**src/rtl/sdram_watch_pkg.sv**
```systemverilog
package sdram_watch_pkg;

    localparam int CMD_W = 4;
    localparam int ERR_W = 3;

    typedef enum logic [CMD_W-1:0] {
        C_NOP  = 4'd0,
        C_MODE = 4'd1,
        C_AREF = 4'd2,
        C_SREF = 4'd3,
        C_ACT  = 4'd4,
        C_RD   = 4'd5,
        C_RDA  = 4'd6,
        C_WR   = 4'd7,
        C_WRA  = 4'd8,
        C_BST  = 4'd9,
        C_PRE  = 4'd10,
        C_PREA = 4'd11
    } cmd_e;

    typedef enum logic [ERR_W-1:0] {
        E_NONE      = 3'd0,
        E_MODE_OPEN = 3'd1,
        E_REF_OPEN  = 3'd2,
        E_MODE_GAP  = 3'd3,
        E_RW_IDLE   = 3'd4,
        E_ACT_OPEN  = 3'd5
    } err_e;

    typedef struct packed {
        logic cke_prev;
        logic cke;
        logic cs_n;
        logic ras_n;
        logic cas_n;
        logic we_n;
        logic a10;
    } pins_t;

    function automatic cmd_e decode_pins(pins_t p);
        cmd_e c;
        c = C_NOP;
        if (p.cke_prev && !p.cs_n) begin
            if (!p.cke) begin
                if (!p.ras_n && !p.cas_n && p.we_n) c = C_SREF;
            end else begin
                case ({p.ras_n, p.cas_n, p.we_n})
                    3'b000:  c = C_MODE;
                    3'b001:  c = C_AREF;
                    3'b011:  c = C_ACT;
                    3'b101:  c = p.a10 ? C_RDA : C_RD;
                    3'b100:  c = p.a10 ? C_WRA : C_WR;
                    3'b110:  c = C_BST;
                    3'b010:  c = p.a10 ? C_PREA : C_PRE;
                    default: c = C_NOP;
                endcase
            end
        end
        return c;
    endfunction

    function automatic logic is_column(cmd_e c);
        return (c == C_RD) || (c == C_RDA) || (c == C_WR) || (c == C_WRA);
    endfunction

    function automatic logic is_auto_pre(cmd_e c);
        return (c == C_RDA) || (c == C_WRA);
    endfunction

    function automatic logic needs_idle(cmd_e c);
        return (c == C_MODE) || (c == C_AREF) || (c == C_SREF);
    endfunction

endpackage

```
**src/rtl/sdram_cmd_decode.sv**
```systemverilog
module sdram_cmd_decode
    import sdram_watch_pkg::*;
(
    input  pins_t pins_i,
    output cmd_e  cmd_o
);
    always_comb cmd_o = decode_pins(pins_i);
endmodule

```
**src/rtl/sdram_bank_slot.sv**
```systemverilog
module sdram_bank_slot #(
    parameter int BURST_CLKS = 2
) (
    input  logic clk,
    input  logic rst,
    input  logic act_i,
    input  logic close_i,
    input  logic ap_start_i,
    output logic open_o
);
    localparam int CW = $clog2(BURST_CLKS + 1);

    logic [CW-1:0] ap_cnt;

    always_ff @(posedge clk) begin
        if (rst) begin
            open_o <= 1'b0;
            ap_cnt <= '0;
        end else if (close_i) begin
            open_o <= 1'b0;
            ap_cnt <= '0;
        end else if (act_i) begin
            open_o <= 1'b1;
            ap_cnt <= '0;
        end else if (ap_start_i) begin
            ap_cnt <= CW'(BURST_CLKS);
        end else if (ap_cnt == CW'(1)) begin
            open_o <= 1'b0;
            ap_cnt <= '0;
        end else if (ap_cnt != '0) begin
            ap_cnt <= ap_cnt - CW'(1);
        end
    end
endmodule

```
**src/rtl/sdram_rule_check.sv**
```systemverilog
module sdram_rule_check
    import sdram_watch_pkg::*;
#(
    parameter int NUM_BANKS = 4,
    parameter int MRD_CLKS  = 2,
    localparam int BA_W     = $clog2(NUM_BANKS)
) (
    input  logic                 clk,
    input  logic                 rst,
    input  cmd_e                 cmd_i,
    input  logic [BA_W-1:0]      ba_i,
    input  logic [NUM_BANKS-1:0] open_i,
    output logic                 accept_o,
    output logic                 viol_o,
    output err_e                 code_o
);
    localparam int GW = $clog2(MRD_CLKS + 1);

    logic [GW-1:0] gap_cnt;
    logic          any_open;
    logic          hit_open;

    always_comb begin
        any_open = |open_i;
        hit_open = open_i[ba_i];
        code_o   = E_NONE;
        if (cmd_i != C_NOP) begin
            if (gap_cnt != '0)                          code_o = E_MODE_GAP;
            else if (cmd_i == C_MODE && any_open)       code_o = E_MODE_OPEN;
            else if (needs_idle(cmd_i) && any_open)     code_o = E_REF_OPEN;
            else if (cmd_i == C_ACT && hit_open)        code_o = E_ACT_OPEN;
            else if (is_column(cmd_i) && !hit_open)     code_o = E_RW_IDLE;
        end
        viol_o   = (code_o != E_NONE);
        accept_o = (cmd_i != C_NOP) && !viol_o;
    end

    always_ff @(posedge clk) begin
        if (rst)
            gap_cnt <= '0;
        else if (accept_o && cmd_i == C_MODE)
            gap_cnt <= GW'(MRD_CLKS - 1);
        else if (gap_cnt != '0)
            gap_cnt <= gap_cnt - GW'(1);
    end
endmodule

```
**src/rtl/sdram_cmd_watch.sv**
```systemverilog
module sdram_cmd_watch
    import sdram_watch_pkg::*;
#(
    parameter int NUM_BANKS = 4,
    parameter int BURST_LEN = 4,
    parameter int MRD_CLKS  = 2,
    localparam int BA_W       = $clog2(NUM_BANKS),
    localparam int BURST_CLKS = BURST_LEN / 2
) (
    input  logic                 clk,
    input  logic                 rst,
    input  logic                 cke,
    input  logic                 cs_n,
    input  logic                 ras_n,
    input  logic                 cas_n,
    input  logic                 we_n,
    input  logic [BA_W-1:0]      ba,
    input  logic                 a10,
    output logic [CMD_W-1:0]     cmd_o,
    output logic [NUM_BANKS-1:0] bank_open_o,
    output logic                 err_o,
    output logic [ERR_W-1:0]     err_code_o
);
    logic  cke_d;
    pins_t pins;
    cmd_e  cmd_now;
    cmd_e  cmd_q;
    err_e  code_now;
    err_e  code_q;
    logic  accept;
    logic  viol;
    logic  err_q;

    always_ff @(posedge clk) begin
        if (rst) cke_d <= 1'b1;
        else     cke_d <= cke;
    end

    always_comb begin
        pins.cke_prev = cke_d;
        pins.cke      = cke;
        pins.cs_n     = cs_n;
        pins.ras_n    = ras_n;
        pins.cas_n    = cas_n;
        pins.we_n     = we_n;
        pins.a10      = a10;
    end

    sdram_cmd_decode u_dec (
        .pins_i (pins),
        .cmd_o  (cmd_now)
    );

    sdram_rule_check #(
        .NUM_BANKS (NUM_BANKS),
        .MRD_CLKS  (MRD_CLKS)
    ) u_rules (
        .clk      (clk),
        .rst      (rst),
        .cmd_i    (cmd_now),
        .ba_i     (ba),
        .open_i   (bank_open_o),
        .accept_o (accept),
        .viol_o   (viol),
        .code_o   (code_now)
    );

    for (genvar b = 0; b < NUM_BANKS; b++) begin : g_bank
        logic sel;
        assign sel = (ba == BA_W'(b));
        sdram_bank_slot #(
            .BURST_CLKS (BURST_CLKS)
        ) u_slot (
            .clk        (clk),
            .rst        (rst),
            .act_i      (accept && cmd_now == C_ACT && sel),
            .close_i    (accept && (cmd_now == C_PREA || (cmd_now == C_PRE && sel))),
            .ap_start_i (accept && is_auto_pre(cmd_now) && sel),
            .open_o     (bank_open_o[b])
        );
    end

    always_ff @(posedge clk) begin
        if (rst) begin
            cmd_q  <= C_NOP;
            err_q  <= 1'b0;
            code_q <= E_NONE;
        end else begin
            cmd_q <= cmd_now;
            if (viol) begin
                err_q  <= 1'b1;
                code_q <= code_now;
            end
        end
    end

    assign cmd_o      = cmd_q;
    assign err_o      = err_q;
    assign err_code_o = code_q;
endmodule

```
**config.mk**
```make
export PLATFORM = sky130hd
export DESIGN_NAME = sdram_cmd_watch
export DESIGN_NICKNAME = d
export VERILOG_FILES = /design/src/rtl/sdram_watch_pkg.sv /design/src/rtl/sdram_cmd_decode.sv /design/src/rtl/sdram_bank_slot.sv /design/src/rtl/sdram_rule_check.sv /design/src/rtl/sdram_cmd_watch.sv
export SDC_FILE = /design/constraint.sdc
export NUM_CORES = 1
export LEC_CHECK = 0
export ABC_CLOCK_PERIOD_IN_PS = 4550
export BUFFER_PORTS_ARGS = -buffer_cell sky130_fd_sc_hd__clkbuf_2
export CORE_MARGIN = 3
export CORE_UTILIZATION = 35
export CTS_CLUSTER_SIZE = 16
export DETAILED_ROUTE_END_ITERATION = 10
export GPL_TIMING_DRIVEN = 1
export SLEW_MARGIN = 20
export SYNTH_ARGS = -nofsm -noshare
export SYNTH_HDL_FRONTEND = slang
export SYNTH_SLANG_ARGS = --single-unit
```
**constraint.sdc**
```tcl
create_clock -name clk -period 4.55 [get_ports clk]
set_input_delay 1.1375 -clock clk [delete_from_list [all_inputs] [get_ports clk]]
set_output_delay 1.1375 -clock clk [all_outputs]
set_load 0.01 [all_outputs]
```
## Yosys cells after proc, flatten, opt, wreduce, memory -nomap -nowiden

Index checks and enable logic that the tools add are counted.

| word-level totals | value |
|---|---|
| register bits after elaboration | 23 |
| word-level logic and storage cells | 170 |

| cells by class | value |
|---|---|
| add/subtract/negate cells | 5 |
| $lt $le $gt $ge | 1 |
| equal/unequal tests | 27 |
| mux-type cells | 41 |
| reduce and logical (&&, ||, !) cells | 78 |

Operators by type and width:

| cell | number |
|---|---|
| two-way mux 2 bit | 14 |
| case mux 4 bit (7 select lines) | 1 |
| logical AND 1 bit | 27 |
| nonzero test 2 bit | 10 |
| OR reduction 5 bit | 4 |
| two-way mux 3 bit | 6 |
| == test 4 x 3 -> 1 bit (second input constant) | 4 |
| two-way mux 1 bit | 16 |
| nonzero test 3 bit | 5 |
| == test 4 bit (second input constant) | 3 |
| two-way mux 4 bit | 3 |
| OR reduction 3 bit | 4 |
| == test 2 x 1 -> 1 bit (second input constant) | 5 |
| logical OR 1 bit | 10 |
| OR reduction 2 bit | 5 |
| subtractor 2 x 1 -> 2 bit (second input constant) | 5 |
| == test 3 bit (second input constant) | 3 |
| == test 4 x 2 -> 1 bit (second input constant) | 2 |
| inequality test 2 x 1 -> 1 bit (second input constant) | 4 |
| AND reduction 2 bit | 4 |
| == test 3 x 2 -> 1 bit (second input constant) | 2 |
| logical NOT 1 bit | 5 |
| == test 2 bit (second input constant) | 2 |
| == test 4 x 1 -> 1 bit (second input constant) | 1 |
| 7 further kinds | 7 |

## Depth between registers and ports, before layout

Gate-level depths: netlist of the first run.

| logic depth | value |
|---|---|
| word-level depth | 24 |
| mapped depth | 8 |

## By module

Synthesis of the first run repeated with hierarchy kept, for this count alone.

| unflattened totals | value |
|---|---|
| cells, all modules | 147 |
| area, all modules | 1280.0 um^2 |

Modules (own cells, without submodules):

| module | instances | cells an instance | area an instance (um^2) |
|---|---|---|---|
| sdram_bank_slot | 4 | 10 | 108.9 |
| sdram_cmd_watch | 1 | 45 | 402.9 |
| sdram_rule_check | 1 | 39 | 297.8 |
| sdram_cmd_decode | 1 | 23 | 143.9 |

## Worst setup path before layout of the first run

No wires, ideal clock.

| timing | value |
|---|---|
| path kind | input port to flip-flop |
| start point | input port cs_n |
| end point | register g_bank[1].u_slot.open_o |
| setup time | 0.142 ns |
| arrival time | 2.590 ns |
| required time | 4.408 ns |
| setup slack | 1.818 ns |
| cell stages on the path | 8 |
| buffers on the path | 2 |
| cells stage by stage | nand2b_1 buf_2 a2111o_1 and2_1 and4_1 buf_2 a31oi_1 a221oi_1 |

| on the way | value |
|---|---|
| word-level cells in the longest chain between the ends | 21 |
| elaborated cells on any way between the ends | 45 |
| classes of those cells | eq/ne (11); mux (8); reduce/logical (26) |

RTL lines:

| element | RTL line | source |
|---|---|---|
| start, declared | sdram_cmd_watch.sv:13 | `input logic cs_n,` |
| logical NOT 1 bit (*) | sdram_watch_pkg.sv:43 | `if (p.cke_prev && !p.cs_n) begin` |
| logical AND 1 bit (*) | sdram_watch_pkg.sv:43 |  |
| two-way mux 4 bit (*) | sdram_watch_pkg.sv:43 |  |
| == test 4 x 3 -> 1 bit (on tied branches) | sdram_watch_pkg.sv:63, sdram_watch_pkg.sv:67 |  |
| logical OR 1 bit (3 in a row) | sdram_watch_pkg.sv:63 | `return (c == C_RD) \|\| (c == C_RDA) \|\| (c == C_WR) \|\| (c == C_WRA);` |
| logical AND 1 bit | sdram_rule_check.sv:32 | `else if (is_column(cmd_i) && !hit_open) code_o = E_RW_IDLE;` |
| two-way mux 3 bit | sdram_rule_check.sv:32 |  |
| two-way mux 3 bit | sdram_rule_check.sv:31 | `else if (cmd_i == C_ACT && hit_open) code_o = E_ACT_OPEN;` |
| (+2 left out) | -- |  |
| two-way mux 3 bit | sdram_rule_check.sv:28 | `if (gap_cnt != '0) code_o = E_MODE_GAP;` |
| two-way mux 3 bit | sdram_rule_check.sv:27 | `if (cmd_i != C_NOP) begin` |
| nonzero test 3 bit | sdram_rule_check.sv:34 | `viol_o = (code_o != E_NONE);` |
| logical NOT 1 bit | sdram_rule_check.sv:35 | `accept_o = (cmd_i != C_NOP) && !viol_o;` |
| logical AND 1 bit | sdram_rule_check.sv:35 |  |
| logical AND 1 bit (on tied branches) (2 in a row) | sdram_cmd_watch.sv:78, sdram_cmd_watch.sv:76 |  |
| inequality test 2 x 1 -> 1 bit (no line) / nonzero test 2 bit (equally long branches) | -- |  |
| AND reduction 2 bit (no line) | -- |  |
| end signal, assigned | sdram_bank_slot.sv:20 | `open_o <= 1'b0;` |
| end signal, assigned | sdram_bank_slot.sv:23 | `open_o <= 1'b1;` |
| end signal, assigned | sdram_bank_slot.sv:28 | `open_o <= 1'b0;` |
| end, declared | sdram_bank_slot.sv:9 | `output logic open_o` |

Every way passes the cells marked *; elsewhere a longest branch is shown, timed or not.
A chain may end at the register's enable or synchronous reset.

## Final worst setup path of the first run

| timing | value |
|---|---|
| start point | input port cs_n |
| end point | register g_bank[2].u_slot.open_o |

| on the way | value |
|---|---|
| word-level cells in the longest chain between the ends | 21 |
| elaborated cells on any way between the ends | 45 |
| classes of those cells | eq/ne (11); mux (8); reduce/logical (26) |

RTL lines:

| element | RTL line |
|---|---|
| logical NOT 1 bit (*) | sdram_watch_pkg.sv:43 |
| logical AND 1 bit (*) | sdram_watch_pkg.sv:43 |
| two-way mux 4 bit (*) | sdram_watch_pkg.sv:43 |
| == test 4 x 3 -> 1 bit (on tied branches) | sdram_watch_pkg.sv:63, sdram_watch_pkg.sv:67 |
| logical OR 1 bit (3 in a row) | sdram_watch_pkg.sv:63 |
| logical AND 1 bit | sdram_rule_check.sv:32 |
| two-way mux 3 bit | sdram_rule_check.sv:32 |
| two-way mux 3 bit | sdram_rule_check.sv:31 |
| (+2 left out) | -- |
| two-way mux 3 bit | sdram_rule_check.sv:28 |
| two-way mux 3 bit | sdram_rule_check.sv:27 |
| nonzero test 3 bit | sdram_rule_check.sv:34 |
| logical NOT 1 bit | sdram_rule_check.sv:35 |
| logical AND 1 bit | sdram_rule_check.sv:35 |
| logical AND 1 bit (on tied branches) (2 in a row) | sdram_cmd_watch.sv:78, sdram_cmd_watch.sv:76 |
| inequality test 2 x 1 -> 1 bit (no line) / nonzero test 2 bit (equally long branches) | -- |
| AND reduction 2 bit (no line) | -- |
| end signal, assigned | sdram_bank_slot.sv:20 |
| end signal, assigned | sdram_bank_slot.sv:23 |
| end signal, assigned | sdram_bank_slot.sv:28 |
| end, declared | sdram_bank_slot.sv:9 |

Marked as above.

==> metrics.md, run 1 <==
| Metric | Value |
|---|---|
| Placeable Area | `roughly 0.0037 mm²` |
| Worst Skew | `0.003991 ns` |
| DP HPWL | `between 2000 and 2500 µm` |
| Clk buf depth | `2` |
| Vias/cell | `5.387` |
| Fin crit period | `approximately 2.8 ns` |
| Max Slew Vio Count | `0` |
| Die area | `0.004666 mm²` |
| Flops & latches, synth | `23` |
| CP required | `4.73 ns` |
| Drt total wl | `2918 µm` |
| Die Y | `68.31 µm` |
| Multi-input gate area | `775.7 µm²` |
| Clock sinks | `23` |
| Syn Std Cell Area | `roughly 0.0014 mm²` |
| Clock-pin slew on the worst setup and hold paths | `approximately 0.08 ns` |
| Synth Instances | `163` |
| Final setup viols | `0` |
| Area growth from synthesis to layout | `10.04%` |
| Fin Hold WS | `between 0.4 and 0.5 ns` |
| VDD IR-drop max | `160.0 µV` |
| Initial Util | `36.84%` |
| Largest net degree at the start of global routing | `17` |
| Power density over the cells | `309.7 mW/mm²` |
| Final Hold Viols | `0` |
| Gr ovfl total | `0` |
| Port buffer count | `21` |
| # hold bufs at CTS | `0` |
| Core Rows | `22` |
| Register area | `460.4 µm²` |
| WL/cell | `roughly 13 µm` |
| Ant. Diodes | `0` |
| Num CTS Buffers | `3` |
| # nets final | `186` |
| Via count | `1196` |
| Final Cycle Share | `60.73%` |
| Initial DRC count | `48` |
| GRT Overall Usage | `13.30%` |
| HP Class | `reg2reg` |
| Syn_nets | `174` |
| Slew margin rel. | `35.26%` |
| Detailed Routing Iterations Pass 1 | `4` |
| Outcome | `completed` |
| Most frequent cells in the layout | `23 x dfxtp_1, 21 x clkbuf_2, 16 x nand2_1, 13 x inv_1, 11 x a21oi_1` |
| Post-cts resize count | `0` |
| DRC errors left | `0` |
| Filler cells | `386` |
| Achievable Freq | `approximately 0.36 GHz` |
| Die Span X | `around 68 µm` |
| Slew @ Worst Pin | `0.9622 ns` |
| TritonCTS clock tree | `yes` |
| Initial antenna violation count | `0` |
| Netlist cell types | `47` |
| Post-Syn Area per Cell | `8.336 µm²` |
| Max_cap viols | `0` |
| Worst path arrival time | `2.94 ns` |
| Critical path launch point type | `input pin` |
| Leak | `between 0.0005 and 0.0006 µW` |
| Commonest non-fill, non-tap cell in the layout | `dfxtp_1` |
| CP endpoint kind | `flop` |
| GP Congestion | `0.8344` |
| Ports | `22` |
| DP Area | `0.001450 mm²` |
| Share of cells above drive strength 1 | `20.11%` |
| Later-pin clock latency in the skew report | `0.26 ns` |
| Crit Path Class | `in2reg` |
| Sequential-to-total area share from yosys stat | `between 30% and 40%` |
| Design area | `0.001495 mm²` |
| Root cell of the clock tree | `clkbuf_8` |
| Final TNS setup | `0 ns` |
| Synth warn | `0` |
| Post-CTS setup buffer count | `0` |
| First-pass GRT wire length | `about 4800 µm` |
| Htree depth | `1` |
| Routed Antenna Nets | `0` |
| Vias in the first global route | `1054` |
| RSZ-0062 raised after global routing | `false` |
| Critical Path Fanout Max | `8` |
[area by class of cell]
type                       count  area share [%]
sequential                    23           30.80
tap                           48           4.017
timing repair buffer          21           7.029
multi-input combinational    113           51.88
inverter                      13           3.264
clock buffer                   4           3.013
[sequential cells by signal, indices dropped and copies added (netlist names)]
name                  count
g_bank.u_slot.ap_cnt      8
cmd_o                     4
g_bank.u_slot.open_o      4
err_code_o                3
u_rules.gap_cnt           2
cke_d                     1
err_o                     1
[report_power, final]
| group | leakage (µW) | total (µW) | internal, µW | switching (µW) |
|---|---|---|---|---|
| clock network | 0.0000228 | 124 | 62.4 | 61.6 |
| registers | 0.000187 | 221 | 215 | 6.65 |
| logic | 0.000357 | 118 | 46.9 | 70.9 |
| total | 0.000566 | 463 | 324 | 139 |
[synthesized netlist by cell type, drive strengths merged]
cell type  count  area (µm²)
ha             1       12.51
nor3b          2       15.01
dfxtp         23       460.4
or4b           1       13.76
a2111oi        2       42.54
nor4           4       37.53
a21oi         11       55.05
clkbuf         5       18.77
or2            2       12.51
a22oi          1       7.510
and4bb         1       12.51
nor2b          2       12.51
nand3          4       32.53
nor3           5       36.29
o21a           2       15.01
inv           13       48.80
and3           2       12.51
a2111o         2       22.52
nor4b          1       8.760
a21o           2       15.01
a221oi         2       17.52
and4           1       8.760
buf            9       55.05
nand3b         1       7.510
a311oi         1       8.760
xnor2          1       8.760
xor2           1       8.760
o21ai         10       50.05
nand2         16       60.06
a21boi         5       37.53
nand2b         4       25.02
nand4          1       6.260
and2           3       21.27
o32ai          1       8.760
a31oi          5       31.28
mux4           1       22.52
a211oi         3       22.52
o22ai          1       6.260
nor2           8       30.03
and4b          3       30.03
[critical path, cell delays in order]
cell and delay [ns]:
clkbuf_2 0.09, nand2b_1 0.27, nor4_1 0.88, nor4_1 0.20, o21a_1 0.17, a211oi_1 0.19
[worst paths after layout]
check                              from                         end  slack (ns)  cells past startpoint
max                                cs_n     g_bank[2].u_slot.open_o        1.79                      6
min          g_bank[0].u_slot.ap_cnt[0]  g_bank[0].u_slot.ap_cnt[0]        0.46                      1
max reg2reg     g_bank[1].u_slot.open_o     g_bank[0].u_slot.open_o        2.43                      6
min reg2reg  g_bank[0].u_slot.ap_cnt[0]  g_bank[0].u_slot.ap_cnt[0]        0.46                      1
[metrics by stage]
step	total power (µW)	instances	setup WS, ns	utilization [%]
2_1_floorplan	313.2	163	1.818	-
3_3_place_gp	336.5	218	1.550	39.31
3_5_place_dp	342.5	218	1.572	39.31
4_1_cts	467.4	222	1.804	40.54
5_1_grt	491.2	222	1.655	40.54
6_report	463.0	222	1.787	40.54
[per-layer routing]
metal  track usage, %  vias to the layer above  share of wire (%)
li1                 -                      604                  -
met1            18.73                      542                 48
met2            19.86                       42                 44
met3            1.970                        8                6.2
met4            5.955                        0                1.6
met5                0                        -                  0
[kinds of logic after synthesis]
group	count (synthesis)	share of synthesized area, %
and+or+nand+nor	61	28.18
AOI/OAI and AO/OA	48	25.05
buffers and inverters	27	9.024
DFF	23	33.89
xor gates and xnor gates	2	1.289
muxes	1	1.657
adders and majority gates	1	0.9207
(Power assumes the default switching activity.)
==> run 2: changes to the inputs <==
- ABC_AREA: default -> 1
- ABC_CLOCK_PERIOD_IN_PS: 4550 -> 2810
- clock period: 4.55 -> 2.81 ns (I/O delays scaled with it)
==> metrics.md, run 2 <==
| Metric | Value |
|---|---|
| Top cells by area, synth | `dfxtp_1 33%, nand2_1 14%, nor2_1 8.1%` |
| DRC errors left | `0` |
| DP HPWL | `2189 µm` |
| WL/cell | `9.888 µm` |
| Design area | `0.001572 mm²` |
| Final Cycle Share | `a little over four fifths` |
| CP Cell Sequence | `clkbuf_2 -> or2_2 -> nand2_1 -> nand2_1 -> nand2_2 -> nand3_4 -> nand2_1 -> nand3_2 -> nor2_4 -> nand2_4 -> nor2_8 -> nand2_2 -> nand3_1 -> nor2_1` |
| Critical Path Fanout Max | `8` |
| TritonCTS clock tree | `yes` |
| Crit Path Class | `in2reg` |
| Top reg by flops | `g_bank.u_slot.ap_cnt` |
| CP bufs+invs | `1` |
| DP Area | `~0.0015 mm²` |
| CP top delay family | `simple AND/OR/NAND/NOR gates` |
| CP max stage cell | `or2_2` |
| Critical path launch point type | `input pin` |
| Routed Antenna Nets | `0` |
| Leak | `roughly 0.00076 µW` |
| Detailed Routing Iterations Pass 1 | `4` |
| Gr ovfl total | `0` |
| Final Hold Viols | `0` |
| Flops & latches, synth | `23` |
| Area growth from synthesis to layout | `12.55%` |
| CP endpoint kind | `flop` |
| Most common cell in the netlist | `nand2_1` |
| First-pass GRT wire length | `5009 µm` |
| Fin crit period | `2.368 ns` |
| Clock sinks | `23` |
| Slew @ Worst Pin | `~0.44 ns` |
| Post-cts resize count | `0` |
| Worst Skew | `0.001560 ns` |
| Netlist cell types | `28` |
| RSZ-0062 raised after global routing | `false` |
| Clock-pin slew on the worst setup and hold paths | `0.08 ns` |
| CP required | `2.97 ns` |
| Root cell of the clock tree | `clkbuf_8` |
| Power density over the cells | `536.6 mW/mm²` |
| # hold bufs at CTS | `0` |
| Die Y | `69.16 µm` |
| Utilization after layout | `a little over two fifths` |
| Initial Util | `between 30% and 40%` |
| Synth warn | `0` |
| Later-pin clock latency in the skew report | `roughly 0.26 ns` |
| Outcome | `completed` |
| Share of cells above drive strength 1 | `22.71%` |
| Worst path arrival time | `2.52 ns` |
| Filler cells | `426` |
| Via count | `1285` |
| Core Rows | `22` |
| Max_cap viols | `0` |
| Slew margin rel. | `between 70% and 80%` |
| Post-CTS setup buffer count | `0` |
| Synth Instances | `209` |
| Placeable Area | `about 0.0037 mm²` |
| Drt total wl | `between 2000 and 3000 µm` |
| Top cell type's share of synthesized area | `32.97%` |
| Most frequent cells in the layout | `53 x nand2_1, 30 x nor2_1, 26 x inv_1, 23 x dfxtp_1, 21 x clkbuf_2` |
| Initial DRC count | `36` |
| GRT Overall Usage | `12.28%` |
| Vias/cell | `4.639` |
| Achievable Freq | `around 0.42 GHz` |
| Vias in the first global route | `1157` |
| GP Congestion | `between 0.8 and 0.9` |
| CP most frequent cell | `nand2_1` |
| VDD IR-drop max | `346.1 µV` |
| Most instantiated cells after synthesis | `53 x nand2_1, 30 x nor2_1, 26 x inv_1` |
| Final TNS setup | `0 ns` |
| Largest net degree at the start of global routing | `13` |
| Initial antenna violation count | `0` |
| Post-Syn Area per Cell | `6.681 µm²` |
| Ant. Diodes | `0` |
| # nets final | `around 240` |
| Htree depth | `1` |
| HP Class | `reg2reg` |
| Max Slew Vio Count | `0` |
| Max reg flops | `8` |
| Syn_nets | `220` |
| Syn Std Cell Area | `roughly 0.0014 mm²` |
| Die Span X | `69.16 µm` |
| Port buffer count | `21` |
| EDFF count, synth | `0` |
| Num CTS Buffers | `3` |
| Commonest non-fill, non-tap cell in the layout | `nand2_1` |
| Die area | `approximately 0.0048 mm²` |
| Ports | `22` |
| Async S/R FF share, synth | `0%` |
| Clk buf depth | `2` |
| Most used DFF post-synth | `dfxtp_1` |
| Sequential-to-total area share from yosys stat | `about 33%` |
| Max stage delay on crit path | `0.29 ns` |
| Final setup viols | `0` |
| Largest area contributor in the netlist | `dfxtp_1` |
run 2: changes by cell type after synthesis, moves of 8 or more:
| cell | change |
|---|---|
| nand4_1 | +8 |
| inv_1 | +13 |
| nor2_1 | +22 |
| nand2_2 | +10 |
| nand3_1 | +12 |
| nand2_1 | +37 |
run 2: worst min-delay path: stages, from the launching register on:
cell     delay, ns
dfxtp_1       0.32
nand3_1       0.08
nor2_1        0.04
run 2: final cells by class:
cell class                 instances  area, µm²  area share, %
clock buffer                       4      45.04          2.866
tap                               48      60.06          3.822
sequential                        23      460.4          29.30
timing repair buffer              21      105.1          6.688
multi-input combinational        151      788.3          50.16
inverter                          30      112.6          7.166
run 2: routing by layer:
| metal | up-vias | GRT usage, % | share of wire, % |
|---|---|---|---|
| li1 | 698 | - | - |
| met1 | 563 | 17.78 | 52 |
| met2 | 22 | 18.11 | 42 |
| met3 | 2 | 2.041 | 4.6 |
| met4 | 0 | 4.555 | 1.2 |
| met5 | - | 0 | 0 |
run 2: kinds of logic (layout without fill, tap and decap cells):
kind of cell               count (synthesis)  count (layout)  share of synthesized area, %
and+or+nand+nor                          132             132                         46.42
buffers and inverters                     35              55                         10.57
DFF                                       23              23                         32.97
AOI/OAI and AO/OA                         17              17                         8.513
adders and majority gates                  1               1                        0.8959
xor gates and xnor gates                   1               1                        0.6274
run 2: metrics by stage:
stage	instances	hold WS (ns)	total power, µW	setup slack [ns]
final	277	0.4816	843.3	0.4417
after CTS	277	0.4867	853.8	0.4434
after global placement	273	0.4720	652.2	0.1661
after detailed placement	273	0.4729	651.9	0.1593
after floorplan	209	0.4576	593.1	0.5015
after global routing	277	0.5154	913.1	0.2069
run 2: final timing paths:
path	slack [ns]	from	cells past startpoint	end
worst max-delay path	0.44	a10	14	g_bank[3].u_slot.ap_cnt[1]
worst min-delay path	0.48	g_bank[1].u_slot.ap_cnt[1]	2	g_bank[1].u_slot.ap_cnt[0]
worst max register to register	0.80	cke_d	15	g_bank[3].u_slot.ap_cnt[1]
worst min register to register	0.48	g_bank[1].u_slot.ap_cnt[1]	2	g_bank[1].u_slot.ap_cnt[0]
run 2: report_power, final:
| group | internal (µW) | leakage, µW | switching, µW |
|---|---|---|---|
| combinational | 100 | 0.000555 | 170 |
| clock | 101 | 0.0000228 | 100 |
| sequential | 356 | 0.000187 | 15.7 |
| total | 557 | 0.000765 | 286 |
==> run 3: changes to the inputs <==
- ABC_AREA: 1 -> 0
- ABC_CLOCK_PERIOD_IN_PS: 2810 -> 2000
- clock period: 2.81 -> 2 ns (I/O delays scaled with it)
==> metrics.md, run 3 (synthesis results as in run 1) <==
| Metric | Value |
|---|---|
| Die Span X | `slightly below 70 µm` |
| Crit Path Class | `in2reg` |
| Worst Skew | `0.005989 ns` |
| Outcome | `completed` |
| Clock sinks | `23` |
| Later-pin clock latency in the skew report | `around 0.27 ns` |
| Most frequent cells in the layout | `36 x buf_4, 21 x clkbuf_2, 18 x dfxtp_1, 16 x nand2_1, 13 x inv_1` |
| GRT Overall Usage | `15.08%` |
| Ports | `22` |
| Overall Power | `1129 µW` |
| Clock-pin slew on the worst setup and hold paths | `roughly 0.080 ns` |
| Design area | `between 0.0015 and 0.002 mm²` |
| Via count | `roughly 1.3k` |
| Vias in the first global route | `1246` |
| Slew @ Worst Pin | `0.4181 ns` |
| Drt total wl | `3258 µm` |
| CP Cell Sequence | `clkbuf_2 -> mux4_2 -> and2_4 -> a2111oi_4 -> nand3b_1 -> a221oi_2` |
| Top reg by flops | `g_bank.u_slot.ap_cnt` |
| CP max stage cell | `mux4_2` |
| Ant. Diodes | `0` |
| Worst path arrival time | `2.14 ns` |
| Routed Antenna Nets | `0` |
| Clk buf depth | `2` |
| Area growth from synthesis to layout | `33.89%` |
| Placeable Area | `0.003689 mm²` |
| Slew margin rel. | `72.12%` |
| Die area | `approximately 0.0047 mm²` |
| Initial DRC count | `74` |
| Initial Util | `a little under two fifths` |
| Initial antenna violation count | `0` |
| Achievable Freq | `between 0.5 and 0.6 GHz` |
| Vias/cell | `5.190` |
| HP Class | `reg2reg` |
| Htree depth | `1` |
| Num CTS Buffers | `3` |
| CP required | `about 2.2 ns` |
| Fin crit period | `approximately 2.0 ns` |
| Power density over the cells | `between 600 and 700 mW/mm²` |
| DRC errors left | `0` |
| Final setup viols | `0` |
| Largest net degree at the start of global routing | `17` |
| RSZ-0062 raised after global routing | `true` |
| Max stage delay on crit path | `approximately 0.55 ns` |
| WL/cell | `12.63 µm` |
| Detailed Routing Iterations Pass 1 | `4` |
| Max reg flops | `8` |
| Dpl ws | `-0.1654 ns` |
| Die Y | `between 60 and 70 µm` |
| Final Cycle Share | `a little over nine tenths` |
| Fin worst setup slack | `0.03286 ns` |
| Max Slew Vio Count | `0` |
| GP Congestion | `0.8762` |
| DP HPWL | `~2600 µm` |
| Max_cap viols | `0` |
| Port buffer count | `21` |
| TritonCTS clock tree | `yes` |
| # nets final | `222` |
| CP endpoint kind | `flop` |
| Critical Path Fanout Max | `6` |
| Commonest non-fill, non-tap cell in the layout | `buf_4` |
| Critical path launch point type | `input pin` |
| Final Hold Viols | `0` |
| Share of cells above drive strength 1 | `between 30% and 40%` |
| Core Rows | `22` |
| VDD IR-drop max | `about 350 µV` |
| Gr ovfl total | `0` |
| First-pass GRT wire length | `5430 µm` |
| Final TNS setup | `0 ns` |
| Root cell of the clock tree | `clkbuf_8` |
| Leak | `about 0.00076 µW` |
| DP Area | `0.001720 mm²` |
run 3: cell count changes in the layout (fill, tap and decap cells not counted), sizes merged, moves of 8 or more:
| cell | change |
|---|---|
| buf | +36 |
| nand2 | -48 |
| nand3 | -15 |
| nor2 | -25 |
| inv | -16 |
| nand4 | -8 |
run 3: per-layer routing:
layer | GRT usage (%) | wire, µm
met4 | 4.715 | 48
met2 | 23.95 | 1513
met5 | 0 | 0
met1 | 20.51 | 1590
met3 | 2.791 | 105
run 3: power breakdown:
| part | leakage (µW) | total, µW | switching, µW | internal, µW |
|---|---|---|---|---|
| logic | 0.000551 | 333 | 169 | 164 |
| clock network | 0.0000228 | 293 | 151 | 142 |
| registers | 0.000189 | 503 | 15.9 | 487 |
| total | 0.000762 | 1130 | 336 | 794 |
run 3: final cells by class:
| class | instances | area [µm²] |
|---|---|---|
| fill | 357 | 1869 |
| multi-input combinational | 113 | 820.8 |
| sequential | 23 | 469.2 |
| timing repair buffer | 57 | 375.4 |
| tap | 48 | 60.06 |
| inverter | 13 | 48.80 |
| clock buffer | 4 | 45.04 |
run 3: worst paths after layout:
kind | cells after the start | slack [ns] | endpoint | start
setup / recovery | 6 | 0.03 | g_bank[0].u_slot.open_o | ba[1]
setup reg to reg | 5 | 0.04 | g_bank[0].u_slot.open_o | g_bank[0].u_slot.open_o
hold / removal | 2 | 0.45 | err_o | err_o
hold reg to reg | 2 | 0.45 | err_o | err_o
run 3: critical path, delay by kind of cell:
kind | cells | cell delay (ns)
simple gates | 2 | 0.34
compound gates | 2 | 0.66
mux | 1 | 0.55
buf+inv | 1 | 0.10
run 3: timing repair:
item,4_1_cts,5_1_grt
endpoints found under the setup margin,1,6
hold buffers,0,0
pin swaps,0,3
setup buffers,0,3
gates resized for setup,1,9
run 3: stage by stage:
stage	instances	hold WS, ns	utilization, %
2_1_floorplan	163	0.4370	-
3_3_place_gp	251	0.4351	46.64
3_5_place_dp	251	0.4435	46.64
4_1_cts	255	0.4583	48.10
5_1_grt	258	0.4999	49.32
6_report	258	0.4539	49.32
